### config.mk
export PLATFORM = sky130hd
export DESIGN_NAME = line_loader
export DESIGN_NICKNAME = d
export VERILOG_FILES = /design/src/rtl/lnld_pkg.sv /design/src/rtl/lnld_seq.sv /design/src/rtl/lnld_place.sv /design/src/rtl/lnld_store.sv /design/src/rtl/line_loader.sv
export SDC_FILE = /design/constraint.sdc
export NUM_CORES = 1
export LEC_CHECK = 0
export CAP_MARGIN = 25
export CORE_MARGIN = 3
export CORE_UTILIZATION = 55
export DETAILED_ROUTE_END_ITERATION = 10
export DONT_BUFFER_PORTS = 1
export PLACE_DENSITY_LB_ADDON = 0.3
export SLEW_MARGIN = 20
export SYNTH_ARGS = -nofsm -noshare
export SYNTH_HDL_FRONTEND = slang
export SYNTH_SLANG_ARGS = --single-unit
### constraint.sdc
create_clock -name clk -period 4.8 [get_ports clk]
set_input_delay 0.48 -clock clk [delete_from_list [all_inputs] [get_ports clk]]
set_output_delay 0.48 -clock clk [all_outputs]
set_load 0.02 [all_outputs]
### src/rtl/lnld_pkg.sv
package lnld_pkg;
  typedef enum logic {
    FILL_UP   = 1'b0,
    FILL_DOWN = 1'b1
  } fill_dir_e;

  localparam int LINE_BITS_DEF = 160;
  localparam int BUS_W_DEF     = 8;
endpackage

### src/rtl/lnld_seq.sv
module lnld_seq #(
  parameter int LINE_BITS = lnld_pkg::LINE_BITS_DEF,
  parameter int BUS_W     = lnld_pkg::BUS_W_DEF,
  localparam int NARROW_W   = BUS_W / 2,
  localparam int STEPS_WIDE = LINE_BITS / BUS_W,
  localparam int STEPS_NAR  = LINE_BITS / NARROW_W,
  localparam int CW         = $clog2(STEPS_NAR + 1)
) (
  input  logic          clk,
  input  logic          rst_n,
  input  logic          bus_wide,
  input  logic          line_start,
  input  logic          in_valid,
  input  logic          en_in_n,
  output logic          in_ready,
  output logic          accept,
  output logic [CW-1:0] step,
  output logic          en_out_n
);
  localparam logic [CW-1:0] LAST_WIDE = CW'(STEPS_WIDE - 1);
  localparam logic [CW-1:0] LAST_NAR  = CW'(STEPS_NAR - 1);

  logic          armed;
  logic [CW-1:0] last_step;
  logic          at_last;

  assign last_step = bus_wide ? LAST_WIDE : LAST_NAR;
  assign at_last   = (step >= last_step);
  assign in_ready  = armed & ~en_in_n;
  assign accept    = in_valid & in_ready & ~line_start;

  always_ff @(posedge clk or negedge rst_n) begin
    if (!rst_n) begin
      step     <= '0;
      armed    <= 1'b1;
      en_out_n <= 1'b1;
    end else if (line_start) begin
      step     <= '0;
      armed    <= 1'b1;
      en_out_n <= 1'b1;
    end else if (accept) begin
      if (at_last) begin
        armed    <= 1'b0;
        en_out_n <= 1'b0;
      end else begin
        step <= step + 1'b1;
      end
    end
  end

  p_full_hands_on_r7: assert property (@(posedge clk) disable iff (!rst_n)
    (accept && at_last) |=> (!en_out_n && !in_ready))
    else $error("R7 enable not handed on");

  p_done_holds_r7: assert property (@(posedge clk) disable iff (!rst_n)
    (!en_out_n && !line_start) |=> !en_out_n)
    else $error("R7 enable output released early");

  p_rewind_r8: assert property (@(posedge clk) disable iff (!rst_n)
    line_start |=> (step == '0 && en_out_n))
    else $error("R8 rewind failed");

  p_idle_when_disabled_r9: assert property (@(posedge clk) disable iff (!rst_n)
    (en_in_n && !line_start) |=> $stable(step))
    else $error("R9 position moved while disabled");
endmodule

### src/rtl/lnld_place.sv
module lnld_place #(
  parameter int LINE_BITS = lnld_pkg::LINE_BITS_DEF,
  parameter int BUS_W     = lnld_pkg::BUS_W_DEF,
  localparam int NARROW_W = BUS_W / 2,
  localparam int CW       = $clog2(LINE_BITS / NARROW_W + 1)
) (
  input  logic                 bus_wide,
  input  lnld_pkg::fill_dir_e  fill_dir,
  input  logic                 accept,
  input  logic [CW-1:0]        step,
  input  logic [BUS_W-1:0]     data,
  output logic [LINE_BITS-1:0] we,
  output logic [LINE_BITS-1:0] wd
);
  for (genvar p = 0; p < LINE_BITS; p++) begin : g_bit
    localparam int UP     = p;
    localparam int DN     = LINE_BITS - 1 - p;
    localparam int UW_STP = UP / BUS_W;
    localparam int UW_SEL = BUS_W - 1 - (UP % BUS_W);
    localparam int DW_STP = DN / BUS_W;
    localparam int DW_SEL = BUS_W - 1 - (DN % BUS_W);
    localparam int UN_STP = UP / NARROW_W;
    localparam int UN_SEL = NARROW_W - 1 - (UP % NARROW_W);
    localparam int DN_STP = DN / NARROW_W;
    localparam int DN_SEL = NARROW_W - 1 - (DN % NARROW_W);

    logic hit_w, hit_n, bit_w, bit_n;

    always_comb begin
      if (fill_dir == lnld_pkg::FILL_DOWN) begin
        hit_w = (int'(step) == DW_STP);
        bit_w = data[DW_SEL];
        hit_n = (int'(step) == DN_STP);
        bit_n = data[DN_SEL];
      end else begin
        hit_w = (int'(step) == UW_STP);
        bit_w = data[UW_SEL];
        hit_n = (int'(step) == UN_STP);
        bit_n = data[UN_SEL];
      end
    end

    assign we[p] = accept & (bus_wide ? hit_w : hit_n);
    assign wd[p] = bus_wide ? bit_w : bit_n;
  end
endmodule

### src/rtl/lnld_store.sv
module lnld_store #(
  parameter int LINE_BITS = lnld_pkg::LINE_BITS_DEF
) (
  input  logic                 clk,
  input  logic                 rst_n,
  input  logic [LINE_BITS-1:0] we,
  input  logic [LINE_BITS-1:0] wd,
  output logic [LINE_BITS-1:0] line_q
);
  always_ff @(posedge clk or negedge rst_n) begin
    if (!rst_n) begin
      line_q <= '0;
    end else begin
      for (int p = 0; p < LINE_BITS; p++) begin
        if (we[p]) line_q[p] <= wd[p];
      end
    end
  end

  p_unwritten_hold_r2: assert property (@(posedge clk) disable iff (!rst_n)
    !(|we) |=> $stable(line_q))
    else $error("R2 buffer changed without a write");
endmodule

### src/rtl/line_loader.sv
module line_loader #(
  parameter int LINE_BITS = lnld_pkg::LINE_BITS_DEF,
  parameter int BUS_W     = lnld_pkg::BUS_W_DEF,
  localparam int NARROW_W = BUS_W / 2,
  localparam int CW       = $clog2(LINE_BITS / NARROW_W + 1)
) (
  input  logic                 clk,
  input  logic                 rst_n,
  input  logic                 bus_wide,
  input  logic                 fill_dir,
  input  logic                 line_start,
  input  logic                 in_valid,
  output logic                 in_ready,
  input  logic [BUS_W-1:0]     in_data,
  input  logic                 chain_a_i,
  output logic                 chain_a_o,
  output logic                 chain_a_oe,
  input  logic                 chain_b_i,
  output logic                 chain_b_o,
  output logic                 chain_b_oe,
  output logic [LINE_BITS-1:0] line_o
);
  lnld_pkg::fill_dir_e  dir;
  logic                 en_in_n;
  logic                 en_out_n;
  logic                 accept;
  logic [CW-1:0]        step;
  logic [LINE_BITS-1:0] we;
  logic [LINE_BITS-1:0] wd;

  assign dir        = lnld_pkg::fill_dir_e'(fill_dir);
  assign en_in_n    = (dir == lnld_pkg::FILL_DOWN) ? chain_b_i : chain_a_i;
  assign chain_a_oe = (dir == lnld_pkg::FILL_DOWN);
  assign chain_b_oe = (dir == lnld_pkg::FILL_UP);
  assign chain_a_o  = chain_a_oe ? en_out_n : 1'b1;
  assign chain_b_o  = chain_b_oe ? en_out_n : 1'b1;

  lnld_seq #(.LINE_BITS(LINE_BITS), .BUS_W(BUS_W)) u_seq (
    .clk        (clk),
    .rst_n      (rst_n),
    .bus_wide   (bus_wide),
    .line_start (line_start),
    .in_valid   (in_valid),
    .en_in_n    (en_in_n),
    .in_ready   (in_ready),
    .accept     (accept),
    .step       (step),
    .en_out_n   (en_out_n)
  );

  lnld_place #(.LINE_BITS(LINE_BITS), .BUS_W(BUS_W)) u_place (
    .bus_wide (bus_wide),
    .fill_dir (dir),
    .accept   (accept),
    .step     (step),
    .data     (in_data),
    .we       (we),
    .wd       (wd)
  );

  lnld_store #(.LINE_BITS(LINE_BITS)) u_store (
    .clk    (clk),
    .rst_n  (rst_n),
    .we     (we),
    .wd     (wd),
    .line_q (line_o)
  );

  p_disabled_not_ready_r9: assert property (@(posedge clk) disable iff (!rst_n)
    (fill_dir ? chain_b_i : chain_a_i) |-> !in_ready)
    else $error("R9 ready while enable input high");

  p_rewind_keeps_line_r10: assert property (@(posedge clk) disable iff (!rst_n)
    line_start |=> $stable(line_o))
    else $error("R10 rewind touched buffer");
endmodule

==> PnR_summary.wiki <==
{| class="wikitable"
! Metric !! Value
|-
| Run status || finished clean
|-
| Vias in the first global route || 5451
|-
| Slack of the worst reg-to-reg path || 1.96 ns
|-
| Vias per std cell || 6.51
|-
| Share of the clock period used by the worst path || 59.2%
|-
| Slowest CP cell || sky130_fd_sc_hd__dfrtp_1
|-
| Latest clock arrival within the worst-skew pair || 0.43 ns
|-
| Worst path required time || 5.11 ns
|-
| Initial Utilization || 56.6%
|-
| Gp weighted congestion || 0.961
|-
| Number of hold-repair buffers added at the cts stage || 1
|-
| Aggregate global-route resource usage || 25.6%
|-
| Hold violation total from the final report || 0
|-
| Worst setup margin || 1.96 ns
|-
| Total via count in the routed design || 5538
|-
| Aggregate routed wire length || 21.3 mm
|-
| Post-Synthesis Cell Area || 8260 um^2
|-
| WS Path Type || flip-flop to flip-flop
|-
| Antenna violations before repair || 0
|-
| Post-route minimum period || 2.84 ns
|-
| Die height || 129 um
|-
| Root buffer selected by CTS || sky130_fd_sc_hd__clkbuf_16
|-
| Largest vdd supply drop || 0.239 mV
|-
| Clk pin slew, worst setup/hold paths || 0.06 ns
|-
| Maxcap violations || 0
|-
| Yosys warnings || 0
|-
| Number of nets in the final layout || 680
|-
| Overall die area || 16500 um^2
|-
| Detail Route Antenna Nets || 0
|-
| Global-route wire length before repair || 32.3 mm
|-
| Number of enable flip-flop cells after synthesis || 0
|-
| TritonCTS Buffers || 17
|-
| Critical path data arrival time || 3.15 ns
|-
| Width of the die || 129 um
|-
| Syn nets || 698
|-
| Clock skew || 0.00844 ns
|-
| Cell Pwr Density || 426 nW/um^2
|-
| Average wire length per cell after detail routing || 25.0 um
|-
| Reg2Reg Launch Point || u_seq.step[2]
|-
| Transition time of the tightest slew-check pin || 1.01 ns
|-
| Fraction of the yosys area taken by sequential cells || 50.6%
|-
| Crit path largest cell delay || 0.65 ns
|-
| Number of buffer cells added on primary ports || 0
|-
| Clock sink count || 167
|-
| Critical Path Fanout Max || 28
|-
| Post-Place Worst Slack || 2.11 ns
|-
| Count of final setup violators || 0
|-
| Number of filler instances in the final layout || 1140
|-
| Setup repair after global routing missed its margin || false
|-
| Start point of the critical path || u_seq.step[2]
|-
| Pin count of the biggest net entering global routing || 168
|-
| Worst slew margin || 32.3%
|-
| Critical Path Source Type || flip-flop
|-
| Maximum clock frequency || 352 MHz
|-
| I/O pin total || 181
|-
| H-tree Lvls || 4
|-
| Endpoint of the lowest-slack register-to-register path || u_store.line_q[116]
|-
| Share of flip-flops with an asynchronous set or reset after synthesis || 100%
|-
| Fraction of layout cells with a size suffix above 1 || 35.1%
|-
| GR Overflow Total || 0
|-
| End point of the critical path || u_store.line_q[116]
|-
| Number of unique standard cell types used by synthesis || 76
|-
| Core footprint || 14600 um^2
|-
| Cell-by-cell listing of the critical path || buf_4 > clkinv_1 > nand2_1 > o31ai_1 > o21ai_1 > mux2_2
|-
| Maximum root-to-sink buffer count || 2
|-
| Area Overhead vs Synth || 8.23%
|-
| Synthesis-stage register bit count || 167
|-
| Remaining design rule violation count || 0
|-
| Slew Viols, Final || 0
|-
| Sum of net half-perimeters after detailed placement || 14.9 mm
|-
| Detailed router's first-iteration violation count || 682
|-
| Number of placement rows || 44
|-
| Number of cells traversed by the worst register-to-register path || 6
|-
| Clock tree from TritonCTS || done
|-
| Router iterations before antenna repair || 5
|-
| Ant diodes || 0
|-
| Number of cells produced by synthesis || 675
|-
| Hold Crit Class || primary input to asynchronous set/reset pin
|-
| Dominant synthesized flop cell || sky130_fd_sc_hd__dfrtp_1
|-
| Final-layout setup total negative slack || 0 ns
|-
| CTS-repair resized insts || 0
|-
| Static leakage power || 0.00391 uW
|-
| Critical Path Sink Type || flip-flop
|-
| Total setup buffers inserted after CTS || 0
|-
| Post-Syn Area per Cell || 12.2 um^2
|}
## cell type report
| class | count | area [um^2] | area share (%) |
|---|---|---|---|
| clock buffers | 19 | 443 | 4.96 |
| multi-input cells | 451 | 3790 | 42.4 |
| well taps | 184 | 230 | 2.58 |
| repair buffers | 12 | 110 | 1.23 |
| flip-flops and latches | 167 | 4180 | 46.8 |
| inverters | 8 | 30.0 | 0.336 |
| clock inverters | 10 | 149 | 1.67 |
## how the worst min path moves through the flow
stage                     from            endpoint  slack (ns)  cells past startpoint
detailed placement       rst_n  u_store.line_q[12]        0.19                      0
global route        line_start       u_seq.step[1]        0.09                      1
CTS                 line_start       u_seq.step[1]        0.09                      1
finish                   rst_n  u_store.line_q[13]        0.02                      1
global placement         rst_n  u_store.line_q[22]        0.19                      0
floorplan                rst_n       u_seq.step[0]        0.18                      0
## power breakdown
part	internal [uW]	switching [uW]	leakage (uW)	total [uW]
Sequential	1620	437	0.00218	2050
Combinational	194	184	0.00144	378
Clock	829	551	0.000287	1380
Total	2640	1170	0.00391	3810
## synthesized netlist by cell type (all sizes together), types with 2 or more instances
cell | instances | area, um^2
or3 | 2 | 12.5
o22ai | 11 | 81.3
nor4 | 5 | 31.3
or2 | 5 | 31.3
o31a | 2 | 17.5
a31oi | 5 | 52.6
and3 | 3 | 18.8
nor2 | 35 | 134
ha | 7 | 87.6
nand4 | 4 | 25.0
inv | 7 | 26.3
nand2b | 12 | 75.1
nor4bb | 2 | 20.0
nand3 | 20 | 110
nor3 | 13 | 65.1
mux2i | 9 | 93.8
clkbuf | 22 | 82.6
o21ai | 33 | 210
xnor2 | 5 | 43.8
o32ai | 3 | 26.3
a221o | 2 | 20.0
nand2 | 30 | 113
a211oi | 2 | 15.0
a21oi | 36 | 244
dfrtp | 166 | 4150
and2 | 5 | 33.8
mux2 | 160 | 1820
buf | 27 | 170
nand4bb | 2 | 38.8
nor2b | 9 | 58.8
or3b | 3 | 26.3
o31ai | 3 | 41.3
a32oi | 4 | 42.6
and2b | 2 | 15.0
nor4b | 2 | 30.0
## layout by cell type (no fill, tap or decap), types with 7 or more instances in the layout
cell / Yosys / final
sky130_fd_sc_hd__nor2_1: 34 / 34
sky130_fd_sc_hd__clkbuf_16: 0 / 17
sky130_fd_sc_hd__dfrtp_1: 166 / 166
sky130_fd_sc_hd__nand2_1: 30 / 30
sky130_fd_sc_hd__buf_4: 7 / 11
sky130_fd_sc_hd__nor2b_1: 8 / 8
sky130_fd_sc_hd__ha_1: 7 / 7
sky130_fd_sc_hd__mux2i_1: 8 / 8
sky130_fd_sc_hd__nand3_1: 18 / 18
sky130_fd_sc_hd__mux2_1: 13 / 13
sky130_fd_sc_hd__nand2b_1: 12 / 12
sky130_fd_sc_hd__nor3_1: 13 / 13
sky130_fd_sc_hd__o21ai_2: 12 / 12
sky130_fd_sc_hd__o21ai_0: 12 / 12
sky130_fd_sc_hd__a21oi_1: 27 / 27
sky130_fd_sc_hd__mux2_2: 143 / 143
sky130_fd_sc_hd__o21ai_1: 9 / 9
sky130_fd_sc_hd__o22ai_1: 9 / 9
## per-stage QoR
stage | power [uW] | std cells | util [%] | instance area [um^2] | hold slack, ns
6_report | 3810 | 851 | 61.2 | 8930 | 0.0175
5_1_grt | 3950 | 851 | 61.2 | 8930 | 0.0934
4_1_cts | 3840 | 851 | 61.2 | 8930 | 0.0918
3_3_place_gp | 2400 | 821 | 57.0 | 8320 | 0.189
2_1_floorplan | 2300 | 675 | - | 8260 | 0.184
3_5_place_dp | 2430 | 821 | 57.0 | 8320 | 0.189
## routing by layer
layer  up-vias  GRT usage (%)  routed length [um]
li1       2406              -                   -
met5         -              0                   0
met4         0           9.08                 542
met2       295           39.7               10200
met3        43           10.1                2340
met1      2794           33.0                8180
## critical path: cells and delay by family (launching register included)
| family | cells | cell delay [ns] |
|---|---|---|
| multiplexers | 1 | 0.40 |
| AND/OR/NAND/NOR | 1 | 0.32 |
| flip-flops | 1 | 0.65 |
| AO/OA/AOI/OAI | 2 | 0.56 |
| buffers and inverters | 2 | 0.78 |
## sequential cells by signal, indices dropped and copies added, names as in the netlist
signal	flops
u_seq.step	6
u_seq.en_out_n	1
u_store.line_q	160
## logic make-up (layout without fill, tap and decap cells)
| logic type | Yosys count | in the layout | share of synthesized area [%] |
|---|---|---|---|
| compound gates | 112 | 112 | 10.4 |
| mux | 169 | 169 | 23.1 |
| simple gates | 158 | 158 | 10.8 |
| flops | 167 | 167 | 50.6 |
| xor+xnor | 5 | 5 | 0.530 |
| fa+ha+maj | 7 | 7 | 1.06 |
| buf+inv | 57 | 49 | 3.43 |
(Power assumes the default switching activity.)
